`src/rtl/spwm_pkg.sv`:
```
package spwm_pkg;
  typedef enum logic [1:0] {
    SRC_OFF = 2'd0,
    SRC_SYS = 2'd1,
    SRC_FIX = 2'd2,
    SRC_EXT = 2'd3
  } src_e;

  localparam int A_CTRL  = 0;
  localparam int A_MOD   = 1;
  localparam int A_START = 2;
  localparam int A_MASK  = 3;
  localparam int A_POL   = 4;
  localparam int A_STAT  = 5;
  localparam int A_MODE  = 6;
  localparam int A_OINIT = 7;
  localparam int A_CMP   = 8;
endpackage

```
`src/rtl/spwm_regs.sv`:
```
module spwm_regs
  import spwm_pkg::*;
#(
  parameter int NCH    = 8,
  parameter int CNT_W  = 16,
  parameter int PS_W   = 3,
  parameter int ADDR_W = 4
) (
  input  logic                      clk_i,
  input  logic                      rst_ni,
  input  logic                      we_i,
  input  logic [ADDR_W-1:0]         addr_i,
  input  logic [CNT_W-1:0]          wdata_i,
  output logic [CNT_W-1:0]          rdata_o,
  output src_e                      sel_o,
  output logic [PS_W-1:0]           ps_o,
  output logic [CNT_W-1:0]          mod_o,
  output logic [CNT_W-1:0]          start_o,
  output logic [NCH-1:0]            mask_o,
  output logic [NCH-1:0]            pol_o,
  output logic [NCH-1:0]            oinit_o,
  output logic [NCH-1:0][CNT_W-1:0] cmp_o,
  output logic                      wp_o
);
  logic open_w;
  assign open_w = we_i && !wp_o;

  always_ff @(posedge clk_i or negedge rst_ni) begin
    if (!rst_ni) begin
      sel_o   <= SRC_OFF;
      ps_o    <= '0;
      mod_o   <= '1;
      start_o <= '0;
      mask_o  <= '1;
      pol_o   <= '0;
      oinit_o <= '0;
      cmp_o   <= '0;
      wp_o    <= 1'b1;
    end else if (we_i) begin
      if (addr_i == ADDR_W'(A_MASK)) mask_o <= wdata_i[NCH-1:0];
      if (addr_i == ADDR_W'(A_STAT) && wdata_i[0]) wp_o <= 1'b1;
      if (addr_i == ADDR_W'(A_MODE) && wdata_i[0]) wp_o <= 1'b0;
      if (open_w) begin
        if (addr_i == ADDR_W'(A_CTRL)) begin
          sel_o <= src_e'(wdata_i[1:0]);
          ps_o  <= wdata_i[2 +: PS_W];
        end
        if (addr_i == ADDR_W'(A_MOD))   mod_o   <= wdata_i;
        if (addr_i == ADDR_W'(A_START)) start_o <= wdata_i;
        if (addr_i == ADDR_W'(A_POL))   pol_o   <= wdata_i[NCH-1:0];
        if (addr_i == ADDR_W'(A_OINIT)) oinit_o <= wdata_i[NCH-1:0];
        for (int i = 0; i < NCH; i++) begin
          if (addr_i == ADDR_W'(A_CMP + i)) cmp_o[i] <= wdata_i;
        end
      end
    end
  end

  always_comb begin
    rdata_o = '0;
    unique case (int'(addr_i))
      A_CTRL:  rdata_o = CNT_W'({ps_o, sel_o});
      A_MOD:   rdata_o = mod_o;
      A_START: rdata_o = start_o;
      A_MASK:  rdata_o = CNT_W'(mask_o);
      A_POL:   rdata_o = CNT_W'(pol_o);
      A_STAT:  rdata_o = CNT_W'(wp_o);
      A_OINIT: rdata_o = CNT_W'(oinit_o);
      default: begin
        for (int i = 0; i < NCH; i++) begin
          if (addr_i == ADDR_W'(A_CMP + i)) rdata_o = cmp_o[i];
        end
      end
    endcase
  end
endmodule

```
`src/rtl/spwm_timebase.sv`:
```
module spwm_timebase
  import spwm_pkg::*;
#(
  parameter int CNT_W = 16,
  parameter int PS_W  = 3
) (
  input  logic             clk_i,
  input  logic             rst_ni,
  input  src_e             sel_i,
  input  logic [PS_W-1:0]  ps_i,
  input  logic [CNT_W-1:0] mod_i,
  input  logic [CNT_W-1:0] start_i,
  input  logic             tick_sys_i,
  input  logic             tick_fix_i,
  input  logic             tick_ext_i,
  output logic [CNT_W-1:0] cnt_o,
  output logic             load_o,
  output logic             run_o
);
  localparam int PRE_W = (1 << PS_W) - 1;

  logic [PRE_W-1:0] pre_q, pre_lim;
  logic [PRE_W:0]   lim_w;
  logic [PS_W-1:0]  ps_act;
  logic [CNT_W-1:0] mod_act;
  logic             src_tick, cnt_tick, wrap;

  always_comb begin
    unique case (sel_i)
      SRC_SYS: src_tick = tick_sys_i;
      SRC_FIX: src_tick = tick_fix_i;
      SRC_EXT: src_tick = tick_ext_i;
      default: src_tick = 1'b0;
    endcase
  end

  assign run_o    = (sel_i != SRC_OFF);
  assign lim_w    = ({{PRE_W{1'b0}}, 1'b1} << ps_act) - 1'b1;
  assign pre_lim  = lim_w[PRE_W-1:0];
  assign cnt_tick = src_tick && (pre_q == pre_lim);
  assign wrap     = cnt_tick && (cnt_o == mod_act);
  // stopped counter keeps the staging transparent
  assign load_o   = !run_o || wrap;

  always_ff @(posedge clk_i or negedge rst_ni) begin
    if (!rst_ni) begin
      pre_q   <= '0;
      cnt_o   <= '0;
      ps_act  <= '0;
      mod_act <= '1;
    end else begin
      if (load_o) begin
        ps_act  <= ps_i;
        mod_act <= mod_i;
      end
      if (!run_o) begin
        pre_q <= '0;
        cnt_o <= start_i;
      end else if (src_tick) begin
        pre_q <= cnt_tick ? '0 : pre_q + 1'b1;
        if (cnt_tick) cnt_o <= wrap ? start_i : cnt_o + 1'b1;
      end
    end
  end
endmodule

```
`src/rtl/spwm_chan.sv`:
```
module spwm_chan #(
  parameter int CNT_W = 16
) (
  input  logic             clk_i,
  input  logic             rst_ni,
  input  logic             load_i,
  input  logic             run_i,
  input  logic [CNT_W-1:0] cnt_i,
  input  logic [CNT_W-1:0] cmp_i,
  input  logic             mask_i,
  input  logic             pol_i,
  input  logic             oinit_i,
  output logic             pwm_o
);
  logic [CNT_W-1:0] cmp_act;
  logic             raw;

  always_ff @(posedge clk_i or negedge rst_ni) begin
    if (!rst_ni)     cmp_act <= '0;
    else if (load_i) cmp_act <= cmp_i;
  end

  assign raw   = run_i ? (cnt_i < cmp_act) : oinit_i;
  assign pwm_o = mask_i ? pol_i : (raw ^ pol_i);
endmodule

```
`src/rtl/shared_pwm_timer.sv`:
```
module shared_pwm_timer
  import spwm_pkg::*;
#(
  parameter int NCH   = 8,
  parameter int CNT_W = 16,
  parameter int PS_W  = 3,
  localparam int ADDR_W = $clog2(A_CMP + NCH)
) (
  input  logic              clk_i,
  input  logic              rst_ni,
  input  logic              tick_sys_i,
  input  logic              tick_fix_i,
  input  logic              tick_ext_i,
  input  logic              reg_we_i,
  input  logic [ADDR_W-1:0] reg_addr_i,
  input  logic [CNT_W-1:0]  reg_wdata_i,
  output logic [CNT_W-1:0]  reg_rdata_o,
  output logic [NCH-1:0]    pwm_o
);
  src_e                      sel_q;
  logic [PS_W-1:0]           ps_q;
  logic [CNT_W-1:0]          mod_q, start_q, cnt_q;
  logic [NCH-1:0]            mask_q, pol_q, oinit_q;
  logic [NCH-1:0][CNT_W-1:0] cmp_q;
  logic                      wp_q, load, run;

  spwm_regs #(.NCH(NCH), .CNT_W(CNT_W), .PS_W(PS_W), .ADDR_W(ADDR_W)) u_regs (
    .clk_i, .rst_ni,
    .we_i(reg_we_i), .addr_i(reg_addr_i), .wdata_i(reg_wdata_i),
    .rdata_o(reg_rdata_o),
    .sel_o(sel_q), .ps_o(ps_q), .mod_o(mod_q), .start_o(start_q),
    .mask_o(mask_q), .pol_o(pol_q), .oinit_o(oinit_q), .cmp_o(cmp_q),
    .wp_o(wp_q)
  );

  spwm_timebase #(.CNT_W(CNT_W), .PS_W(PS_W)) u_tb (
    .clk_i, .rst_ni,
    .sel_i(sel_q), .ps_i(ps_q), .mod_i(mod_q), .start_i(start_q),
    .tick_sys_i, .tick_fix_i, .tick_ext_i,
    .cnt_o(cnt_q), .load_o(load), .run_o(run)
  );

  for (genvar g = 0; g < NCH; g++) begin : g_ch
    spwm_chan #(.CNT_W(CNT_W)) u_ch (
      .clk_i, .rst_ni,
      .load_i(load), .run_i(run), .cnt_i(cnt_q), .cmp_i(cmp_q[g]),
      .mask_i(mask_q[g]), .pol_i(pol_q[g]), .oinit_i(oinit_q[g]),
      .pwm_o(pwm_o[g])
    );
  end
endmodule

```
`config.mk`:
```
export PLATFORM = sky130hd
export DESIGN_NAME = shared_pwm_timer
export DESIGN_NICKNAME = d
export VERILOG_FILES = /design/src/rtl/spwm_pkg.sv /design/src/rtl/spwm_regs.sv /design/src/rtl/spwm_timebase.sv /design/src/rtl/spwm_chan.sv /design/src/rtl/shared_pwm_timer.sv
export SDC_FILE = /design/constraint.sdc
export NUM_CORES = 1
export LEC_CHECK = 0
export BUFFER_PORTS_ARGS = -buffer_cell sky130_fd_sc_hd__buf_2
export CORE_MARGIN = 2
export CORE_UTILIZATION = 47
export DETAILED_ROUTE_END_ITERATION = 12
export PLACE_DENSITY = 0.65
export SLEW_MARGIN = 0
export SYNTH_ARGS = -nofsm -noshare
export SYNTH_HDL_FRONTEND = slang
export SYNTH_SLANG_ARGS = --single-unit
```
`constraint.sdc`:
```
create_clock -name clk_i -period 4.2 [get_ports clk_i]
set_input_delay 0.42 -clock clk_i [delete_from_list [all_inputs] [get_ports clk_i]]
set_output_delay 0.42 -clock clk_i [all_outputs]
set_load 0.01 [all_outputs]
```
# --- Word-level counts from Yosys, hierarchy flattened ---
# Index checks and enable logic that the tools add are counted.
op_classes:
  n_eq_ne: 22
  n_reduce_logical: 27
  n_shift: 1
  n_bitwise: 8
  n_addsub: 3
  n_mux: 35
  order_cmp: 8
op_table:
  columns: ["operator", "n"]
  rows:
  - ["$mux W16", 12]
  - ["$lt A16 B16 Y1", 8]
  - ["$pmux W16 S7", 1]
  - ["$reduce_and A3 Y1", 13]
  - ["$eq A4 B4 Y1 const B", 8]
  - ["$mux W7", 3]
  - ["$mux W1", 18]
  - ["$add A16 B1 Y16 const B", 1]
  - ["$eq A16 B16 Y1", 1]
  - ["$eq A4 B3 Y1 const B", 4]
  - ["$eq A4 B2 Y1 const B", 2]
  - ["$xor A1 B1 Y1", 8]
  - ["$add A7 B1 Y7 const B", 1]
  - ["$eq A7 B7 Y1", 1]
  - ["$shl A1 B3 Y7 const A", 1]
  - ["$sub A7 B1 Y7 const B", 1]
  - ["$reduce_and A2 Y1", 3]
  - ["$logic_and A1 B1 Y1", 5]
  - ["$eq A2 B2 Y1 const B", 2]
  - ["$eq A4 B1 Y1 const B", 1]
  - ["$logic_not A4 Y1", 1]
  - ["$ne A2 B2 Y1 const B", 2]
  - ["$reduce_bool A2 Y1", 2]
  - ["$pmux W1 S3", 1]
  - ["other kinds (3)", 4]
word_totals:
  output_inout_bits: 24
  wordCells: 132
  regBits: 360
  in_bits: 26

# --- Longest topological paths before layout ---
# Gate-level depths: netlist of the first run.
logic_depth:
  depth_word: 10
  depth_mapped: 14
  depth_no_buf: 10

# --- By module ---
# From an unflattened synthesis of the first run, not the netlist that was laid out.
unflattened:
  hier_cells: 1786
  area_unflattened_um2: 19414.9
by_module_without_submodules:
  columns: ["module", "n_inst", "cells_each", "seq_area_each_um2", "area_per_inst_um2"]
  rows:
  - ["spwm_regs", 1, 650, 4785.8, 8992.4]
  - ["spwm_chan (g_ch[0].u_ch ...)", 7, 108, 400.4, 973.4]
  - ["spwm_timebase", 1, 274, 1071.0, 2640.0]
  - ["spwm_chan (g_ch[5].u_ch)", 1, 106, 400.4, 968.4]

# --- Worst setup path after synthesis of the first run ---
# No wires, ideal clock.
synth_timing:
  kind: "reg-to-reg"
  startpoint: "register u_tb.ps_act[2]"
  endpoint: "register u_tb.cnt_o[12]"
  path_slack_ns: 1.471
  n_path_buf: 2
  stages_incl_launch_ff: 12
  required_ns: 4.077
  arrival_ns: 2.607
  synth_period_minus_slack_ns: 2.729
  setup_ns: 0.123
  cell_sequence: "dfrtp_1 > buf_4 > or3_1 > ha_1 > nand4bb_1 > o221ai_1 > a221o_1 > and4_1 > buf_6 > a21oi_4 > a21oi_1 > o221a_2"
synth_between:
  elab_chain_cells: 9
  elab_cells_between_ends: 11
  classes_between: "1 x add/sub; 2 x eq/ne; 1 x shift; 4 x mux; 3 x reduce/logical"
synth_rtl:
  columns: ["item", "line_no", "source"]
  rows:
  - ["start: declaration", "spwm_timebase.sv:24", "logic [PS_W-1:0] ps_act;"]
  - ["start signal: assignment", "spwm_timebase.sv:53", "ps_act <= ps_i;"]
  - ["$shl A1 B3 Y7 *", "spwm_timebase.sv:38", "assign lim_w = ({{PRE_W{1'b0}}, 1'b1} << ps_act) - 1'b1;"]
  - ["$sub A7 B1 Y7 *", "spwm_timebase.sv:38", null]
  - ["$eq A7 B7 Y1 *", "spwm_timebase.sv:40", "assign cnt_tick = src_tick && (pre_q == pre_lim);"]
  - ["$logic_and A1 B1 Y1 *", "spwm_timebase.sv:40", null]
  - ["$logic_and A1 B1 Y1", "spwm_timebase.sv:41", "assign wrap = cnt_tick && (cnt_o == mod_act);"]
  - ["$mux W16 (2 in series)", "spwm_timebase.sv:61", "if (cnt_tick) cnt_o <= wrap ? start_i : cnt_o + 1'b1;"]
  - ["$mux W16", "spwm_timebase.sv:59", "end else if (src_tick) begin"]
  - ["$mux W16", "spwm_timebase.sv:56", "if (!run_o) begin"]
  - ["end signal: assignment", "spwm_timebase.sv:58", "cnt_o <= start_i;"]
  - ["end signal: assignment", "spwm_timebase.sv:61", null]
  - ["end: declaration", "spwm_timebase.sv:16", "output logic [CNT_W-1:0] cnt_o,"]
# Mark *: on every way between the ends. The rest lies on a longest branch, timed or not. The select of a mux whose other input is x is not followed.
# A chain may end at the register's enable or synchronous reset.

# --- Worst setup path after layout of the first run ---
layout_timing:
  startpoint: "register u_tb.cnt_o[14]"
  endpoint: "output port pwm_o[1]"
layout_between:
  elab_chain_cells: 4
layout_rtl:
  columns: ["item", "line_no", "source"]
  rows:
  - ["$lt A16 B16 Y1", "spwm_chan.sv:23", "assign raw = run_i ? (cnt_i < cmp_act) : oinit_i;"]
  - ["$mux W1", "spwm_chan.sv:23", null]
  - ["$xor A1 B1 Y1", "spwm_chan.sv:24", "assign pwm_o = mask_i ? pol_i : (raw ^ pol_i);"]
  - ["$mux W1", "spwm_chan.sv:24", null]
  - ["end: declaration", "shared_pwm_timer.sv:18", "output logic [NCH-1:0] pwm_o"]
# No other way between the ends.

==> results of run 1 <==
==> logic make-up (layout without fill, tap and decap cells) <==
group | after synthesis | in the layout | share of synthesized area
buffers and inverters | 238 | 302 | 0.0574
adder cells (fa/ha/maj) | 123 | 123 | 0.0812
XOR/XNOR | 32 | 32 | 0.0148
AND/OR/NAND/NOR | 431 | 431 | 0.102
multiplexers | 218 | 218 | 0.134
flip-flops | 360 | 360 | 0.478
AO/OA/AOI/OAI | 394 | 394 | 0.133
==> critical path: stages (launching register included) <==
cell and delay (ns):
dfrtp_1 0.86, ha_1 0.37, a21o_1 0.16, a211oi_1 0.47, o21ai_0 0.35, a21oi_1 0.29, xor2_1 0.21, buf_2 0.17
==> per-layer routing <==
layer	track usage	vias up	wire, um
li1	-	6403	-
met1	0.401	7170	25000
met2	0.415	535	24800
met3	0.0412	130	4310
met4	0.102	0	2050
met5	0	-	0
==> cell usage after synthesis (3+ instances only) <==
master,n
o22ai_1,5
o311a_1,8
or3_1,5
ha_1,123
nand2_1,253
a22o_1,5
a221o_1,5
a211oi_1,18
a31oi_1,3
buf_6,14
inv_1,131
nand2b_1,13
nor4_1,7
a311oi_1,3
o21ai_0,159
buf_1,12
a222oi_1,6
nor3_2,4
dfrtp_1,319
mux2i_1,17
a21o_1,66
a221oi_1,8
a41oi_1,4
a22oi_1,18
nand4_1,32
and3_1,3
clkbuf_1,40
xor2_1,25
xnor2_1,7
a21oi_1,61
dfstp_2,41
nor3_1,16
mux4_2,9
buf_4,16
nand3_1,27
o31ai_1,4
nor2_1,49
buf_2,24
nor2b_1,7
mux2_2,192
==> where the power goes <==
| part | switching [mW] | internal, mW | total [mW] | leakage [nW] |
|---|---|---|---|---|
| Clock | 1.44 | 2.33 | 3.76 | 0.695 |
| Sequential | 0.993 | 4.71 | 5.70 | 4.40 |
| Combinational | 3.23 | 2.38 | 5.61 | 4.71 |
==> state kept, by name, summed over array words and instances, names as in the netlist <==
register	flops
u_regs.cmp_o	128
u_regs.mask_o	8
u_regs.start_o	16
u_regs.pol_o	8
u_regs.wp_o	1
u_regs.mod_o	16
u_regs.oinit_o	8
u_regs.ps_o	3
u_regs.sel_o	2
u_tb.pre_q	7
u_tb.cnt_o	16
g_ch.u_ch.cmp_act	128
u_tb.mod_act	16
u_tb.ps_act	3
==> final cells by class <==
type	instances	area, um^2
Fill cell	3576	18600
Multi-Input combinational cell	1198	8830
Sequential cell	360	9060
Clock inverter	13	199
Clock buffer	62	1230
Timing Repair Buffer	95	663
Tap cell	525	657
Inverter	132	495
==> metrics by stage <==
step / hold slack [ns] / std cells / worst slack [ns] / util / area [um^2]
6_report: -0.0481 / 2385 / 0.345 / 0.532 / 21100
5_1_grt: 0.0756 / 2385 / 0.191 / 0.532 / 21100
4_1_cts: 0.0469 / 2385 / 0.356 / 0.532 / 21100
3_3_place_gp: 0.449 / 2310 / 0.818 / 0.496 / 19700
2_1_floorplan: 0.124 / 1796 / 1.47 / - / 18900
3_5_place_dp: 0.453 / 2310 / 0.690 / 0.496 / 19700
==> final timing paths <==
| path | from | end |
|---|---|---|
| setup / recovery | u_tb.cnt_o[14] | pwm_o[1] |
| hold / removal | rst_ni | u_regs.cmp_o[3] |
| setup reg to reg | u_tb.ps_act[2] | g_ch[2].u_ch.cmp_act[15] |
| hold reg to reg | u_tb.mod_act[6] | u_tb.mod_act[6] |
| max in group asynchronous | rst_ni | u_tb.mod_act[9] |
| min in group clk_i | reg_we_i | u_regs.wp_o |
==> metrics.cfg, run 1 <==
[yosys]
syn_area_um2=18900
netlist_instances=1796
ys_async_sr_fraction=1.00
yosys-top-cells-area=dfrtp_1 42%, mux2_2 11%, ha_1 8.1%
syn_area_per_cell_um2=10.6
ys_seq_area_frac=0.478
synth_edf_count=0
netlist.area_leader.share=0.421
ys_ff_latch=360
synth_top_area_cell=dfrtp_1
synth_cell_types=67
synth_ff_type=dfrtp_1
ys_warn_count=0
syn_nets=1945

[routing]
viasPerCell=5.97
post-route-drc-count=0
vias=14200
routed_wl_um=56200
wire_per_inst_um=23.6
dr.pass1.iters=5
ant_nets=0
drt_first_iter_violations=1276

[floorplanning]
fp.dieH_um=205
dieWidth_um=205
rows=73
ioPinCount=50
start_util=0.477
die-area_um2=41900
coreArea_um2=39700

[power]
power.density_nw_per_um2=713
ir_drop_mv=0.394
leakagePower_nw=9.81
power_mw=15.1

[timing]
fin_setup_tns_ns=0
fin_hold_ws_ns=-0.0481
skew_ns=0.0287
timing.fmax_mhz=259
setup_viol=0
fin_crit_ns=3.86
slew_headroom=0.139
rsz0062_at_grt=false
post-route-period-util=0.918
hold_viol=22
worstMarginPinSlew_ns=1.29
drv_slew=0

[outcome]
status=finished with violations
violations=negative hold slack

[clock_tree]
htreeDepth=2
cts_resized=0
clock_latency_ns=0.56
postCtsSetupBuffers=0
cts.sinks=360
cts.clk_slew.worst_paths_ns=0.06
numCtsBuffers=41
cts-hold-fix-buffers=0
clockBufferDepth=3
root_buffer=clkbuf_16
tritoncts=built

[worst_setup_path]
cp-start-kind=register
criticalPathCategory=reg -> out
required_ns=3.78
crit_arrival_ns=3.44
critPathCaptureType=primary output
worst-path-max-fanout=13
ff2ff_path_depth=10
r2r_slack_ns=0.67

[layout]
antenna_cells=0
nets=1977
drive_gt1_frac=0.227
final_common_cell=dfrtp_1
layout_common_cells=319 x dfrtp_1, 253 x nand2_1, 192 x mux2_2
syn2layout_area_growth_pct=11.5

[grt]
grt_pass1_wl_um=86500
gr-total-overflow=0
grt_pass1_vias=14200
antenna_found_initial=0
track_usage=0.275
grt_max_degree=126

[min_path]
hp-class=in -> async

[job]
maxCapViolations=0

[placed_design]
gp_congestion=0.948
dp_hpwl_um=40000
numPortBuffers=49

No activity file was read; power rests on OpenSTA's default activity.
==> run 2: changes to the inputs <==
--- a/config.mk
+++ b/config.mk
@@ -6,5 +6,5 @@
 export NUM_CORES = 1
 export LEC_CHECK = 0
-export BUFFER_PORTS_ARGS = -buffer_cell sky130_fd_sc_hd__buf_2
+export BUFFER_PORTS_ARGS = -buffer_cell sky130_fd_sc_hd__buf_4
 export CORE_MARGIN = 2
 export CORE_UTILIZATION = 47
==> constraint.sdc (replaced) <==
create_clock -name clk_i -period 4.2 [get_ports clk_i]
set_input_delay 0.21 -clock clk_i [delete_from_list [all_inputs] [get_ports clk_i]]
set_output_delay 0.21 -clock clk_i [all_outputs]
set_load 0.1 [all_outputs]
==> run 2 against run 1 <==
Setup slack got worse by 0.082 ns. Cell count down 0.17%. Design area up 0.51%. The flow now finishes without violations. Register-to-register slack worse by 0.04 ns. Largest power group is now combinational logic. Critical path type unchanged. Worst hold slack better by 0.079 ns. Utilization increased by 0.27 points.
==> metrics.cfg, run 2 (synthesis results as in run 1) <==
[clock_tree]
cts.sinks=360
cts.clk_slew.worst_paths_ns=0.06
clockBufferDepth=3
numCtsBuffers=40
tritoncts=built
clock_latency_ns=0.55
htreeDepth=2
root_buffer=clkbuf_16
postCtsSetupBuffers=0

[grt]
grt_pass1_vias=14200
antenna_found_initial=1
gr-total-overflow=0
grt_pass1_wl_um=87000
grt_max_degree=116
track_usage=0.275

[worst_setup_path]
criticalPathCategory=reg -> out
required_ns=3.99
worst-path-max-fanout=13
crit_arrival_ns=3.73
cp-start-kind=register
critPathCaptureType=primary output

[power]
p_sw_mw=6.38
combPwrFrac=0.401
leakagePower_nw=9.85
power_mw=15.8
swShare=0.403
power.density_nw_per_um2=745
seq_power_share=0.362
clockPowerShare=0.237
p_int_mw=9.44
ir_drop_mv=0.867

[placed_design]
placed_area_um2=19800
place_inst=2309
gp_congestion=0.907
place_ws_ns=0.652
dp_hpwl_um=39300
numPortBuffers=49

[routing]
dr.pass1.iters=5
routed_wl_um=56100
post-route-drc-count=0
viasPerCell=5.95
wire_per_inst_um=23.6
drt_first_iter_violations=1326
ant_nets=0
vias=14200

[timing]
rsz0062_at_grt=false
fin_hold_ws_ns=0.0307
timing.fmax_mhz=254
drv_slew=0
fin_ws_ns=0.262
setup_viol=0
worstMarginPinSlew_ns=1.34
post-route-period-util=0.938
fin_crit_ns=3.94
fin_setup_tns_ns=0
slew_headroom=0.0992
hold_viol=0
skew_ns=0.0137

[layout]
layout_common_cells=319 x dfrtp_1, 253 x nand2_1, 192 x mux2_2
final_common_cell=dfrtp_1
drive_gt1_frac=0.227
instances_no_fill=2381
syn2layout_area_growth_pct=12.1
antenna_cells=0
finish.utilization=0.535
nets=1976
fin_area_um2=21200
reg.largest.list=g_ch.u_ch.cmp_act x128, u_regs.cmp_o x128
fillers=3504

[floorplanning]
rows=73
fp.dieH_um=205
start_util=0.477
die-area_um2=41900
dieWidth_um=205
coreArea_um2=39700
ioPinCount=50

[outcome]
status=finished clean

[job]
maxCapViolations=0

[min_path]
hp-class=in -> reg

==> run 2: cell count changes in the layout (fill, tap and decap cells not counted), sizes merged <==
cell,before,now
clkbuf,62,60
clkinvlp,2,0
buf,95,94
bufinv,5,4
dlygate4sd3,0,1
inv,132,133
==> run 2: final cells by class <==
cell class                      instances  area (um^2)  area share
Tap cell                              525          657      0.0309
Clock buffer                           60         1240      0.0583
Sequential cell                       360         9060       0.427
Timing Repair Buffer                   95          798      0.0376
Multi-Input combinational cell       1198         8830       0.416
Inverter                              132          495      0.0233
Clock inverter                         11          160     0.00754
==> run 2: timing repair <==
action                     CTS  global route
gates resized for setup      0             0
hold buffers                 1             0
setup endpoints to repair    0             0
hold endpoints to repair    86             0
==> run 2: path summary, 6_finish.rpt <==
kind                                        from                 to  slack (ns)  depth (start not counted)
worst max-delay path              u_tb.cnt_o[14]           pwm_o[4]        0.26                          7
worst min-delay path              reg_wdata_i[5]   u_regs.cmp_o[85]        0.03                          3
worst max register to register    u_tb.ps_act[2]      u_tb.cnt_o[4]        0.63                         10
worst min register to register  u_tb.mod_act[15]   u_tb.mod_act[15]        0.46                          2
max in group asynchronous                 rst_ni    u_regs.mod_o[3]        2.71                          3
min in group asynchronous                 rst_ni  u_regs.start_o[2]        0.34                          2
==> run 2: per-layer routing <==
metal,up-vias,global-route usage,share of wire
met1,7177,0.386,0.44
met2,503,0.429,0.45
met4,0,0.0901,0.032
met3,108,0.0527,0.074
met5,-,0,0
li1,6374,-,-
==> run 2: power groups by stage <==
stage | Clock (mW) | Sequential [mW] | Combinational, mW
floorplan | 0 | 5.36 | 4.68
global placement | 0 | 5.71 | 6.05
detailed placement | 0 | 5.76 | 6.25
CTS | 3.77 | 5.70 | 6.30
global route | 3.92 | 5.85 | 7.02
finish | 3.74 | 5.72 | 6.35
==> run 2: critical path, cell delays in order, from the launching register on <==
cell      delay (ns)
dfrtp_1         0.86
ha_1            0.37
a21o_1          0.16
a211oi_1        0.56
o21ai_0         0.43
a21oi_1         0.27
xnor2_1         0.17
buf_4           0.33
==> run 3: changes to the inputs <==
Settings changed: PLACE_DENSITY 0.65 to unset.
==> run 3 against run 2 <==
Register-to-register slack gained 0.13 ns. Clock power shrank 2%. Routed wire length is essentially flat. Worst hold slack lost 0.014 ns. Cell count shrank 0.13%. Die area is the same. Largest cell class unchanged. Via count shrank 1.0%.
==> metrics.cfg, run 3 (synthesis results as in run 1) <==
[outcome]
status=finished clean

[worst_setup_path]
crit_arrival_ns=3.80
critPathCaptureType=primary output
required_ns=3.99
critPathMaxStageDelay_ns=0.63
crit_start=u_tb.cnt_o[13]
cp-start-kind=register
worst-path-max-fanout=8
ff2ff_path_depth=11
crit_slowest_cell=dfrtp_1
rr_startpoint=u_tb.ps_act[2]
endpoint=pwm_o[0]
path_cells=buf_4 -> ha_1 -> a21o_1 -> a21o_1 -> a211oi_1 -> o21ai_0 -> a21oi_1 -> xor2_1 -> buf_4
rr_endpoint=g_ch[5].u_ch.cmp_act[12]
r2r_slack_ns=0.76
criticalPathCategory=reg -> out

[routing]
dr.pass1.iters=5
post-route-drc-count=0
ant_nets=0
viasPerCell=5.89
wire_per_inst_um=23.6
drt_first_iter_violations=1181
routed_wl_um=56100
vias=14000

[clock_tree]
numCtsBuffers=42
tritoncts=built
cts.clk_slew.worst_paths_ns=0.06
cts_resized=0
root_buffer=clkbuf_16
clockBufferDepth=3
clock_latency_ns=0.57
cts.sinks=360
htreeDepth=2
postCtsSetupBuffers=0

[floorplanning]
start_util=0.477
die-area_um2=41900
ioPinCount=50
rows=73
fp.dieH_um=205
dieWidth_um=205
coreArea_um2=39700

[job]
maxCapViolations=0

[timing]
post-route-period-util=0.956
worstMarginPinSlew_ns=1.13
fin_setup_tns_ns=0
hold_viol=0
timing.fmax_mhz=249
fin_crit_ns=4.01
slew_headroom=0.245
skew_ns=0.0201
rsz0062_at_grt=false
drv_slew=0
setup_viol=0

[grt]
grt_pass1_wl_um=85700
track_usage=0.275
antenna_found_initial=0
gr-total-overflow=0
grt_max_degree=125
grt_pass1_vias=13800

[power]
power.density_nw_per_um2=737
ir_drop_mv=0.622
leakagePower_nw=9.80

[layout]
ff_latch_area_um2=9060
fillers=3576
reg.largest.list=g_ch.u_ch.cmp_act x128, u_regs.cmp_o x128
drive_gt1_frac=0.222
nets=1969
instances_no_fill=2378
antenna_cells=0
final_common_cell=dfrtp_1
syn2layout_area_growth_pct=11.7
multi_input_area_um2=8830
layout_common_cells=319 x dfrtp_1, 253 x nand2_1, 192 x mux2_2

[placed_design]
numPortBuffers=49
dp_hpwl_um=39000
gp_congestion=0.893
place_inst=2295

[min_path]
hp-class=in -> reg

[run 3: cell count changes in the layout (fill, tap and decap cells not counted), sizes merged]
cell,before,now
buf,94,80
clkbuf,60,66
dlygate4sd3,1,6
clkinv,6,10
bufinv,4,1
inv,133,132
[run 3: routing by layer]
metal,GRT usage,share of wire,routed length (um),vias to the layer above
li1,-,-,-,6395
met2,0.411,0.45,25000,467
met5,0,0,0,-
met1,0.403,0.46,25900,7041
met4,0.0939,0.031,1720,0
met3,0.0455,0.062,3510,112
[run 3: worst max-delay path, delay by kind of cell (launching register included)]
kind                     cells  cell delay, ns
buffers and inverters        2            0.60
adder cells (fa/ha/maj)      1            0.27
XOR/XNOR                     1            0.18
flip-flops                   1            0.63
AO/OA/AOI/OAI                5            1.54
[run 3: layout make-up]
class / count / share of cell area
Timing Repair Buffer: 86 / 0.0345
Tap cell: 525 / 0.0310
Clock inverter: 11 / 0.00396
Sequential cell: 360 / 0.428
Clock buffer: 66 / 0.0616
Inverter: 132 / 0.0234
Multi-Input combinational cell: 1198 / 0.417
[run 3: where the power goes]
group          switching (mW)  leakage (nW)  internal (mW)
combinational            3.72          4.70           2.39
sequential               1.09          4.40           4.70
clock                    1.49         0.695           2.19
[run 3: worst min-delay path by stage]
stage	start	endpoint	slack, ns	cells after the start
global route	reg_wdata_i[12]	u_regs.cmp_o[92]	0.01	2
detailed placement	rst_ni	u_regs.cmp_o[1]	0.40	1
global placement	rst_ni	u_regs.cmp_o[19]	0.40	1
finish	reg_we_i	u_regs.wp_o	0.02	3
CTS	reg_we_i	u_regs.wp_o	0.004	3
floorplan	rst_ni	g_ch[0].u_ch.cmp_act[0]	-0.09	0
[run 3: stage by stage]
| stage | utilization | hold WS (ns) | setup slack [ns] | power [mW] | area (um^2) |
|---|---|---|---|---|---|
| 6_report | 0.533 | 0.0171 | 0.187 | 15.6 | 21200 |
| 5_1_grt | 0.533 | 0.0145 | 0.0725 | 16.6 | 21200 |
| 4_1_cts | 0.533 | 0.00421 | 0.265 | 15.6 | 21200 |
| 3_5_place_dp | 0.496 | 0.396 | 0.773 | 11.9 | 19700 |
| 3_3_place_gp | 0.496 | 0.398 | 0.878 | 11.7 | 19700 |
| 2_1_floorplan | - | -0.0856 | 0.423 | 10.0 | 18900 |
[run 3: repair_timing]
action | in CTS | in global routing
hold buffers | 6 | 0
setup endpoints to repair | 0 | 0
endpoints found under the hold margin | 123 | 0
